[src/rtl/lcd_regif_pkg.sv]
package lcd_regif_pkg;
    localparam int DATA_W = 32;
    localparam int NREG   = 6;

    localparam int IX_CTRL = 0;
    localparam int IX_TIM0 = 1;
    localparam int IX_TIM1 = 2;
    localparam int IX_TIM2 = 3;
    localparam int IX_STAT = 4;
    localparam int IX_SUBP = 5;

    localparam logic [DATA_W-1:0] CTRL_SPARE_MASK = 32'h01cf_f300;
    localparam logic [DATA_W-1:0] CTRL_RD_ONES    = 32'hfe00_0c34;
    localparam logic [DATA_W-1:0] TIM0_RD_ONES    = 32'h0000_000f;
    localparam logic [DATA_W-1:0] TIM2_RD_ONES    = 32'hfc00_0000;
    localparam logic [DATA_W-1:0] SUBP_KEEP_MASK  = 32'ha1ff_ffff;

    typedef enum logic { ST_OFF = 1'b0, ST_ON = 1'b1 } pstate_t;

    typedef struct packed {
        logic              en;
        logic              mono;
        logic [1:0]        mask;
        logic              tft;
        logic [1:0]        pal;
        logic [DATA_W-1:0] spare;
    } ctrl_t;
endpackage

[src/rtl/lcd_regif_dec.sv]
module lcd_regif_dec
    import lcd_regif_pkg::*;
#(
    parameter int ADDR_W = 8
) (
    input  logic              bus_sel,
    input  logic              bus_we,
    input  logic [ADDR_W-1:0] bus_addr,
    output logic [NREG-1:0]   hit,
    output logic [NREG-1:0]   wr,
    output logic              bad
);
    for (genvar i = 0; i < NREG; i++) begin : g_hit
        assign hit[i] = bus_sel && (bus_addr == ADDR_W'(i * 4));
        assign wr[i]  = hit[i] && bus_we;
    end

    assign bad = bus_sel && !(|hit);
endmodule

[src/rtl/lcd_regif_regs.sv]
module lcd_regif_regs
    import lcd_regif_pkg::*;
#(
    parameter int SIZE_W = 10
) (
    input  logic                     clk,
    input  logic                     rst_n,
    input  logic [NREG-1:0]          wr,
    input  logic [DATA_W-1:0]        wdata,
    output ctrl_t                    ctrl_q,
    output logic                     en_next,
    output logic [1:0]               pal_next,
    output logic [DATA_W-SIZE_W-1:0] t0_hi,
    output logic [DATA_W-SIZE_W-1:0] t1_hi,
    output logic [SIZE_W:0]          width_q,
    output logic [SIZE_W:0]          height_q,
    output logic [DATA_W-1:0]        t2_q,
    output logic [DATA_W-1:0]        subp_q
);
    localparam int HI_W = DATA_W - SIZE_W;

    ctrl_t ctrl_d;

    always_comb begin
        ctrl_d = ctrl_q;
        if (wr[IX_CTRL]) begin
            ctrl_d.en    = wdata[0];
            ctrl_d.mono  = wdata[1];
            ctrl_d.mask  = wdata[4:3];
            ctrl_d.tft   = wdata[7];
            ctrl_d.pal   = wdata[21:20];
            ctrl_d.spare = wdata & CTRL_SPARE_MASK;
        end
    end

    assign en_next  = ctrl_d.en;
    assign pal_next = ctrl_d.pal;

    always_ff @(posedge clk or negedge rst_n) begin
        if (!rst_n) begin
            ctrl_q   <= '0;
            t0_hi    <= '0;
            t1_hi    <= '0;
            width_q  <= '0;
            height_q <= '0;
            t2_q     <= '0;
            subp_q   <= '0;
        end else begin
            ctrl_q <= ctrl_d;
            if (wr[IX_TIM0]) begin
                t0_hi   <= wdata[DATA_W-1:SIZE_W];
                width_q <= (SIZE_W+1)'(wdata[SIZE_W-1:0]) + (SIZE_W+1)'(1);
            end
            if (wr[IX_TIM1]) begin
                t1_hi    <= wdata[DATA_W-1:SIZE_W];
                height_q <= (SIZE_W+1)'(wdata[SIZE_W-1:0]) + (SIZE_W+1)'(1);
            end
            if (wr[IX_TIM2]) t2_q   <= wdata;
            if (wr[IX_SUBP]) subp_q <= wdata & SUBP_KEEP_MASK;
        end
    end

    logic [HI_W-1:0] unused_hi_chk;
    assign unused_hi_chk = '0;
endmodule

[src/rtl/lcd_regif_stat.sv]
module lcd_regif_stat
    import lcd_regif_pkg::*;
(
    input  logic       clk,
    input  logic       rst_n,
    input  logic       en_next,
    input  logic [1:0] pal_next,
    input  logic [1:0] mask,
    input  logic       evt_frame,
    input  logic       evt_pal,
    input  logic       evt_sync,
    output logic       st_frame,
    output logic       st_pal,
    output logic       st_sync,
    output logic       irq
);
    pstate_t state_q, state_d;
    logic    f_d, p_d, s_d;

    always_comb begin
        state_d = en_next ? ST_ON : ST_OFF;
    end

    always_ff @(posedge clk or negedge rst_n) begin
        if (!rst_n) state_q <= ST_OFF;
        else        state_q <= state_d;
    end

    always_comb begin
        f_d = st_frame;
        p_d = st_pal;
        s_d = st_sync;
        unique case (state_q)
            ST_OFF: begin
                if (state_d == ST_ON) begin
                    f_d = 1'b0;
                    p_d = 1'b0;
                end
            end
            ST_ON: begin
                if (state_d == ST_OFF) begin
                    s_d = 1'b0;
                    if (pal_next != 2'd1) f_d = 1'b1;
                end
            end
            default: ;
        endcase
        f_d = f_d | evt_frame;
        p_d = p_d | evt_pal;
        s_d = s_d | evt_sync;
    end

    always_ff @(posedge clk or negedge rst_n) begin
        if (!rst_n) begin
            st_frame <= 1'b0;
            st_pal   <= 1'b0;
            st_sync  <= 1'b0;
            irq      <= 1'b0;
        end else begin
            st_frame <= f_d;
            st_pal   <= p_d;
            st_sync  <= s_d;
            irq      <= (st_frame && mask[0]) || (st_pal && mask[1]) || st_sync;
        end
    end
endmodule

[src/rtl/lcd_regif_rdmux.sv]
module lcd_regif_rdmux
    import lcd_regif_pkg::*;
#(
    parameter int SIZE_W = 10
) (
    input  logic [NREG-1:0]          hit,
    input  ctrl_t                    ctrl_q,
    input  logic [DATA_W-SIZE_W-1:0] t0_hi,
    input  logic [DATA_W-SIZE_W-1:0] t1_hi,
    input  logic [SIZE_W:0]          width_q,
    input  logic [SIZE_W:0]          height_q,
    input  logic [DATA_W-1:0]        t2_q,
    input  logic [DATA_W-1:0]        subp_q,
    input  logic                     st_frame,
    input  logic                     st_pal,
    input  logic                     st_sync,
    output logic [DATA_W-1:0]        rdata
);
    logic [DATA_W-1:0] v_ctrl, v_t0, v_t1, v_t2, v_stat;
    logic [SIZE_W-1:0] wm1, hm1;

    assign wm1 = width_q[SIZE_W-1:0] - SIZE_W'(1);
    assign hm1 = height_q[SIZE_W-1:0] - SIZE_W'(1);

    always_comb begin
        v_ctrl      = ctrl_q.spare | CTRL_RD_ONES;
        v_ctrl[23]  = v_ctrl[23] | ctrl_q.tft;
        v_ctrl[7]   = v_ctrl[7] | ctrl_q.tft;
        v_ctrl[21:20] = v_ctrl[21:20] | ctrl_q.pal;
        v_ctrl[4:3] = v_ctrl[4:3] | ctrl_q.mask;
        v_ctrl[1]   = v_ctrl[1] | ctrl_q.mono;
        v_ctrl[0]   = v_ctrl[0] | ctrl_q.en;
        v_t0        = {t0_hi, wm1} | TIM0_RD_ONES;
        v_t1        = {t1_hi, hm1};
        v_t2        = t2_q | TIM2_RD_ONES;
        v_stat      = '0;
        v_stat[6]   = st_pal;
        v_stat[2]   = st_sync;
        v_stat[0]   = st_frame;
    end

    always_comb begin
        rdata = '0;
        unique case (1'b1)
            hit[IX_CTRL]: rdata = v_ctrl;
            hit[IX_TIM0]: rdata = v_t0;
            hit[IX_TIM1]: rdata = v_t1;
            hit[IX_TIM2]: rdata = v_t2;
            hit[IX_STAT]: rdata = v_stat;
            hit[IX_SUBP]: rdata = subp_q;
            default:      rdata = '0;
        endcase
    end
endmodule

[src/rtl/lcd_regif.sv]
module lcd_regif
    import lcd_regif_pkg::*;
#(
    parameter int ADDR_W = 8,
    parameter int SIZE_W = 10
) (
    input  logic              clk,
    input  logic              rst_n,
    input  logic              bus_sel,
    input  logic              bus_we,
    input  logic [ADDR_W-1:0] bus_addr,
    input  logic [31:0]       bus_wdata,
    output logic [31:0]       bus_rdata,
    output logic              bad_access,
    input  logic              evt_frame,
    input  logic              evt_pal,
    input  logic              evt_sync,
    output logic              lcd_en,
    output logic              mono_mode,
    output logic              tft_mode,
    output logic [1:0]        pal_mode,
    output logic [SIZE_W:0]   panel_width,
    output logic [SIZE_W:0]   panel_height,
    output logic              irq
);
    localparam int HI_W = DATA_W - SIZE_W;

    logic [NREG-1:0] hit, wr;
    ctrl_t           ctrl_q;
    logic            en_next;
    logic [1:0]      pal_next;
    logic [HI_W-1:0] t0_hi, t1_hi;
    logic [DATA_W-1:0] t2_q, subp_q;
    logic            st_frame, st_pal, st_sync;
    logic [1:0]      irq_mask;

    lcd_regif_dec #(.ADDR_W(ADDR_W)) u_dec (
        .bus_sel (bus_sel),
        .bus_we  (bus_we),
        .bus_addr(bus_addr),
        .hit     (hit),
        .wr      (wr),
        .bad     (bad_access)
    );

    lcd_regif_regs #(.SIZE_W(SIZE_W)) u_regs (
        .clk     (clk),
        .rst_n   (rst_n),
        .wr      (wr),
        .wdata   (bus_wdata),
        .ctrl_q  (ctrl_q),
        .en_next (en_next),
        .pal_next(pal_next),
        .t0_hi   (t0_hi),
        .t1_hi   (t1_hi),
        .width_q (panel_width),
        .height_q(panel_height),
        .t2_q    (t2_q),
        .subp_q  (subp_q)
    );

    assign irq_mask = ctrl_q.mask;

    lcd_regif_stat u_stat (
        .clk      (clk),
        .rst_n    (rst_n),
        .en_next  (en_next),
        .pal_next (pal_next),
        .mask     (irq_mask),
        .evt_frame(evt_frame),
        .evt_pal  (evt_pal),
        .evt_sync (evt_sync),
        .st_frame (st_frame),
        .st_pal   (st_pal),
        .st_sync  (st_sync),
        .irq      (irq)
    );

    lcd_regif_rdmux #(.SIZE_W(SIZE_W)) u_rd (
        .hit     (hit),
        .ctrl_q  (ctrl_q),
        .t0_hi   (t0_hi),
        .t1_hi   (t1_hi),
        .width_q (panel_width),
        .height_q(panel_height),
        .t2_q    (t2_q),
        .subp_q  (subp_q),
        .st_frame(st_frame),
        .st_pal  (st_pal),
        .st_sync (st_sync),
        .rdata   (bus_rdata)
    );

    assign lcd_en    = ctrl_q.en;
    assign mono_mode = ctrl_q.mono;
    assign tft_mode  = ctrl_q.tft;
    assign pal_mode  = ctrl_q.pal;
endmodule

[config.mk]
export PLATFORM = sky130hd
export DESIGN_NAME = lcd_regif
export DESIGN_NICKNAME = d
export VERILOG_FILES = /design/src/rtl/lcd_regif_pkg.sv /design/src/rtl/lcd_regif_dec.sv /design/src/rtl/lcd_regif_regs.sv /design/src/rtl/lcd_regif_stat.sv /design/src/rtl/lcd_regif_rdmux.sv /design/src/rtl/lcd_regif.sv
export SDC_FILE = /design/constraint.sdc
export NUM_CORES = 1
export LEC_CHECK = 0
export BUFFER_PORTS_ARGS = -buffer_cell sky130_fd_sc_hd__clkbuf_2
export CAP_MARGIN = 20
export CELL_PAD_IN_SITES_DETAIL_PLACEMENT = 1
export CELL_PAD_IN_SITES_GLOBAL_PLACEMENT = 1
export CORE_UTILIZATION = 41
export DETAILED_ROUTE_END_ITERATION = 16
export PLACE_DENSITY_LB_ADDON = 0.1
export SLEW_MARGIN = 20
export SYNTH_ARGS = -nofsm -noshare
export SYNTH_HDL_FRONTEND = slang
export SYNTH_SLANG_ARGS = --single-unit
[constraint.sdc]
create_clock -name clk -period 1.47 [get_ports clk]
set_input_delay 0.0735 -clock clk [delete_from_list [all_inputs] [get_ports clk]]
set_output_delay 0.0735 -clock clk [all_outputs]
set_load 0.02 [all_outputs]
==> impl_metrics.csv <==
group,metric,value,unit
outcome,status,"finished with violations",
outcome,violations,"negative setup slack",
worst_hold_path,hold_path_class,"input pin to flop",
placed_design,place_ws,-482,ps
route,dr.pass1.iters,4,
logic_synthesis,ys_ff_latch,143,
logic_synthesis,syn_inst,586,
finish,final_cell_area,10200,um2
clocking,clock_latency,420,ps
setup_path,setup.worst_path.start,"u_regs.width_q[2]",
finish,layout-drive-gt1-share,52.0,%
finish,area_growth,44.9,%
sta,slew_headroom,71.6,%
setup_path,crit_path_end,"bus_rdata[9]",
die,initial_core_util,42.1,%
power,p_per_area,968,nW/um2
sta,finalSetupViolCount,45,
placed_design,place_inst,960,
logic_synthesis,syn-num-nets,635,
logic_synthesis,syn_area_per_cell,12.0,um2
run,max_cap_violations,0,
logic_synthesis,yosys.area.top_type,"dfrtp_1",
setup_path,critPathLaunchType,"flop",
setup_path,crit_type,"flop to output port",
logic_synthesis,synth-edff-count,0,
sta,finClkSkew,5.53,ps
worst_hold_path,worstHoldStart,"bus_wdata[4]",
sta,whs,13.5,ps
clocking,cts_buffer_depth,2,
logic_synthesis,synthTopCellsByCount,"143 x dfrtp_1, 79 x mux2_2, 55 x nand2_1, 28 x o21ai_0, 22 x clkbuf_1",
sta,worstMarginPinSlew,422,ps
clocking,path_clk_slew,60,ps
clocking,root_buffer,"clkbuf_16",
setup_path,crit_chain,"or4_4 -> buf_6 -> nor3_4 -> xnor2_1 -> o221ai_2 -> clkbuf_8",
finish,antenna-diode-count,0,
placed_design,dp_hpwl,15.2,mm
route,post_drt_wl_per_cell,22.7,um
route,drt_iter0_drc,251,
logic_synthesis,yosys_warnings,0,
logic_synthesis,synth.distinct_cells,60,
setup_path,cpMaxStageDelayCell,"or4_4",
logic_synthesis,synthArstFlopShare,100,%
die,core_area,16600,um2
clocking,cts_tree,"yes",
sta,setup_slack,-796,ps
die,num_rows,47,
finish,fillCellCount,1703,
setup_path,cpPeakStageDelay,610,ps
sta,tns,-10680,ps
placed_design,place.port_buffers,107,
sta,max_freq,441,MHz
route,drc,0,
global_routing,antenna_found_initial,0,
setup_path,reg2reg_depth,4,
placed_design,placed_cell_area,8550,um2
setup_path,r2r-start,"u_regs.ctrl_q[38]",
logic_synthesis,netlist_top_cells_area,"dfrtp_1 51%, mux2_2 13%, mux2_4 4.3%",
power,total_leakage_power,5.01,nW
sta,drv_slew,0,
setup_path,worst_r2r_endpoint,"u_stat.st_frame",
finish,stdcell_count,1045,
route,vias_per_cell,5.51,
setup_path,end_kind,"output port",
finish,final_core_util,61.0,%
logic_synthesis,synth_most_common_cell,"dfrtp_1",
global_routing,overflow,0,
setup_path,critical_path_arrival,2190,ps
logic_synthesis,yosysSeqAreaShare,51.1,%
die,io_pins,108,
logic_synthesis,synth_top_area_share,51.1,%
die,die_x,133,um
sta,rsz0062_at_grt,"true",
finish,final_nets,861,
global_routing,grt_pass1_vias,6335,
power,worst_ir_drop_vdd,0.000757,V
route,antenna_left,0,
global_routing,grtUsageTotal,27.4,%
global_routing,grt_pass1_wl,36.4,mm
sta,fin_crit,2270,ps
die,die-area,17600,um2
setup_path,r2r_slack,420,ps
route,routed_wl,23.7,mm
clocking,cts_made_buffers,17,
route,vias,5760,
global_routing,grt_max_degree,68,
logic_synthesis,ys.flop_type,"dfrtp_1",
sta,finalHoldViolations,0,
setup_path,cp.required,1400,ps
power,power,9.82,mW
sta,fin_crit_sh,154,%
placed_design,gp_congestion,0.834,
logic_synthesis,synth_area,7010,um2
die,die_h,133,um
clocking,h-tree-depth,4,
setup_path,crit_fanout,5,
clocking,clkSinkCount,143,
==> critical path, delay by kind of cell, from the launching register on <==
family	cells	cell delay, ps
AND/OR/NAND/NOR	2	760
flip-flops	1	410
buffers and inverters	2	340
XOR/XNOR	1	160
AO/OA/AOI/OAI	1	120
==> kinds of logic (layout without fill, tap and decap cells) <==
logic type | Yosys count | count (layout) | synth area share [%]
DFF | 143 | 143 | 51.1
and+or+nand+nor | 140 | 140 | 10.8
muxes | 136 | 136 | 23.0
AOI/OAI and AO/OA | 103 | 103 | 9.70
buffers and inverters | 44 | 283 | 2.84
xor gates and xnor gates | 18 | 18 | 2.25
adders and majority gates | 2 | 2 | 0.357
==> metal layers <==
metal	global-route usage (%)	vias to the layer above	wire length, um
met2	48.3	137	12500
met3	5.21	25	811
li1	-	2588	-
met1	34.0	3010	10100
met5	0	-	0
met4	8.43	0	306
==> how the worst min path moves through the flow <==
stage	to	slack [ps]	cells past startpoint
after floorplan	u_regs.ctrl_q[12]	-220	0
after global placement	u_regs.t1_hi[21]	-50	1
after detailed placement	u_regs.t1_hi[21]	-50	1
after CTS	u_regs.ctrl_q[36]	4	2
after global routing	u_regs.ctrl_q[36]	2	2
final	u_regs.ctrl_q[36]	10	2
==> cell usage in the layout (no fill, tap or decap), types with 4 or more instances in the layout <==
master         instances
buf_6                 22
o221ai_2               6
mux2_2                79
nor3_1                 5
nand2b_1               6
xor2_1                 7
nor2_1                12
clkbuf_16             17
mux2i_1               13
o22ai_1                6
buf_12                10
xnor2_1                9
dfrtp_1              134
nand3_1               10
and3_1                 4
nor2_4                 5
buf_4                100
nand2_4                5
nand2_2                8
o211ai_1              12
dfrtp_2                9
mux2_1                21
clkbuf_8              13
clkinvlp_4             4
clkbuf_2              73
bufinv_16              4
nand4_1                6
o21ai_0               23
or4_4                  4
nand2_1               42
a221o_1                5
a21oi_1               17
dlygate4sd3_1         27
mux2_4                20
==> registers in the layout (all words and copies together), names as in the netlist <==
signal and flops:
u_regs.ctrl_q 20, u_regs.height_q 11, u_regs.subp_q 27, u_regs.t0_hi 22, u_regs.t1_hi 22, u_regs.t2_q 26
u_regs.width_q 11, u_stat.irq 1, u_stat.st_frame 1, u_stat.st_pal 1, u_stat.st_sync 1
==> report_power, final <==
| part | leakage [nW] | internal [mW] | switching (mW) |
|---|---|---|---|
| registers | 1.95 | 4.04 | 0.0729 |
| clock network | 0.305 | 2.99 | 1.73 |
| logic | 2.76 | 0.456 | 0.543 |
==> what timing repair did <==
action | 4_1_cts | 5_1_grt
pin swaps | 32 | 18
hold endpoints to repair | 238 | 0
setup buffers | 16 | 9
endpoints found under the setup margin | 32 | 60
resized for setup | 79 | 68
hold buffers | 27 | 0
gates cloned | 1 | 1
==> area by class of cell <==
cell class | count | area (um2) | share of cell area (%)
sequential | 143 | 3590 | 35.4
multi-input combinational | 399 | 3570 | 35.2
timing repair buffer | 247 | 2050 | 20.2
clock buffer | 20 | 467 | 4.60
tap | 220 | 275 | 2.71
clock inverter | 12 | 181 | 1.79
inverter | 4 | 15.0 | 0.148
Power figures use the tool's default switching activity.
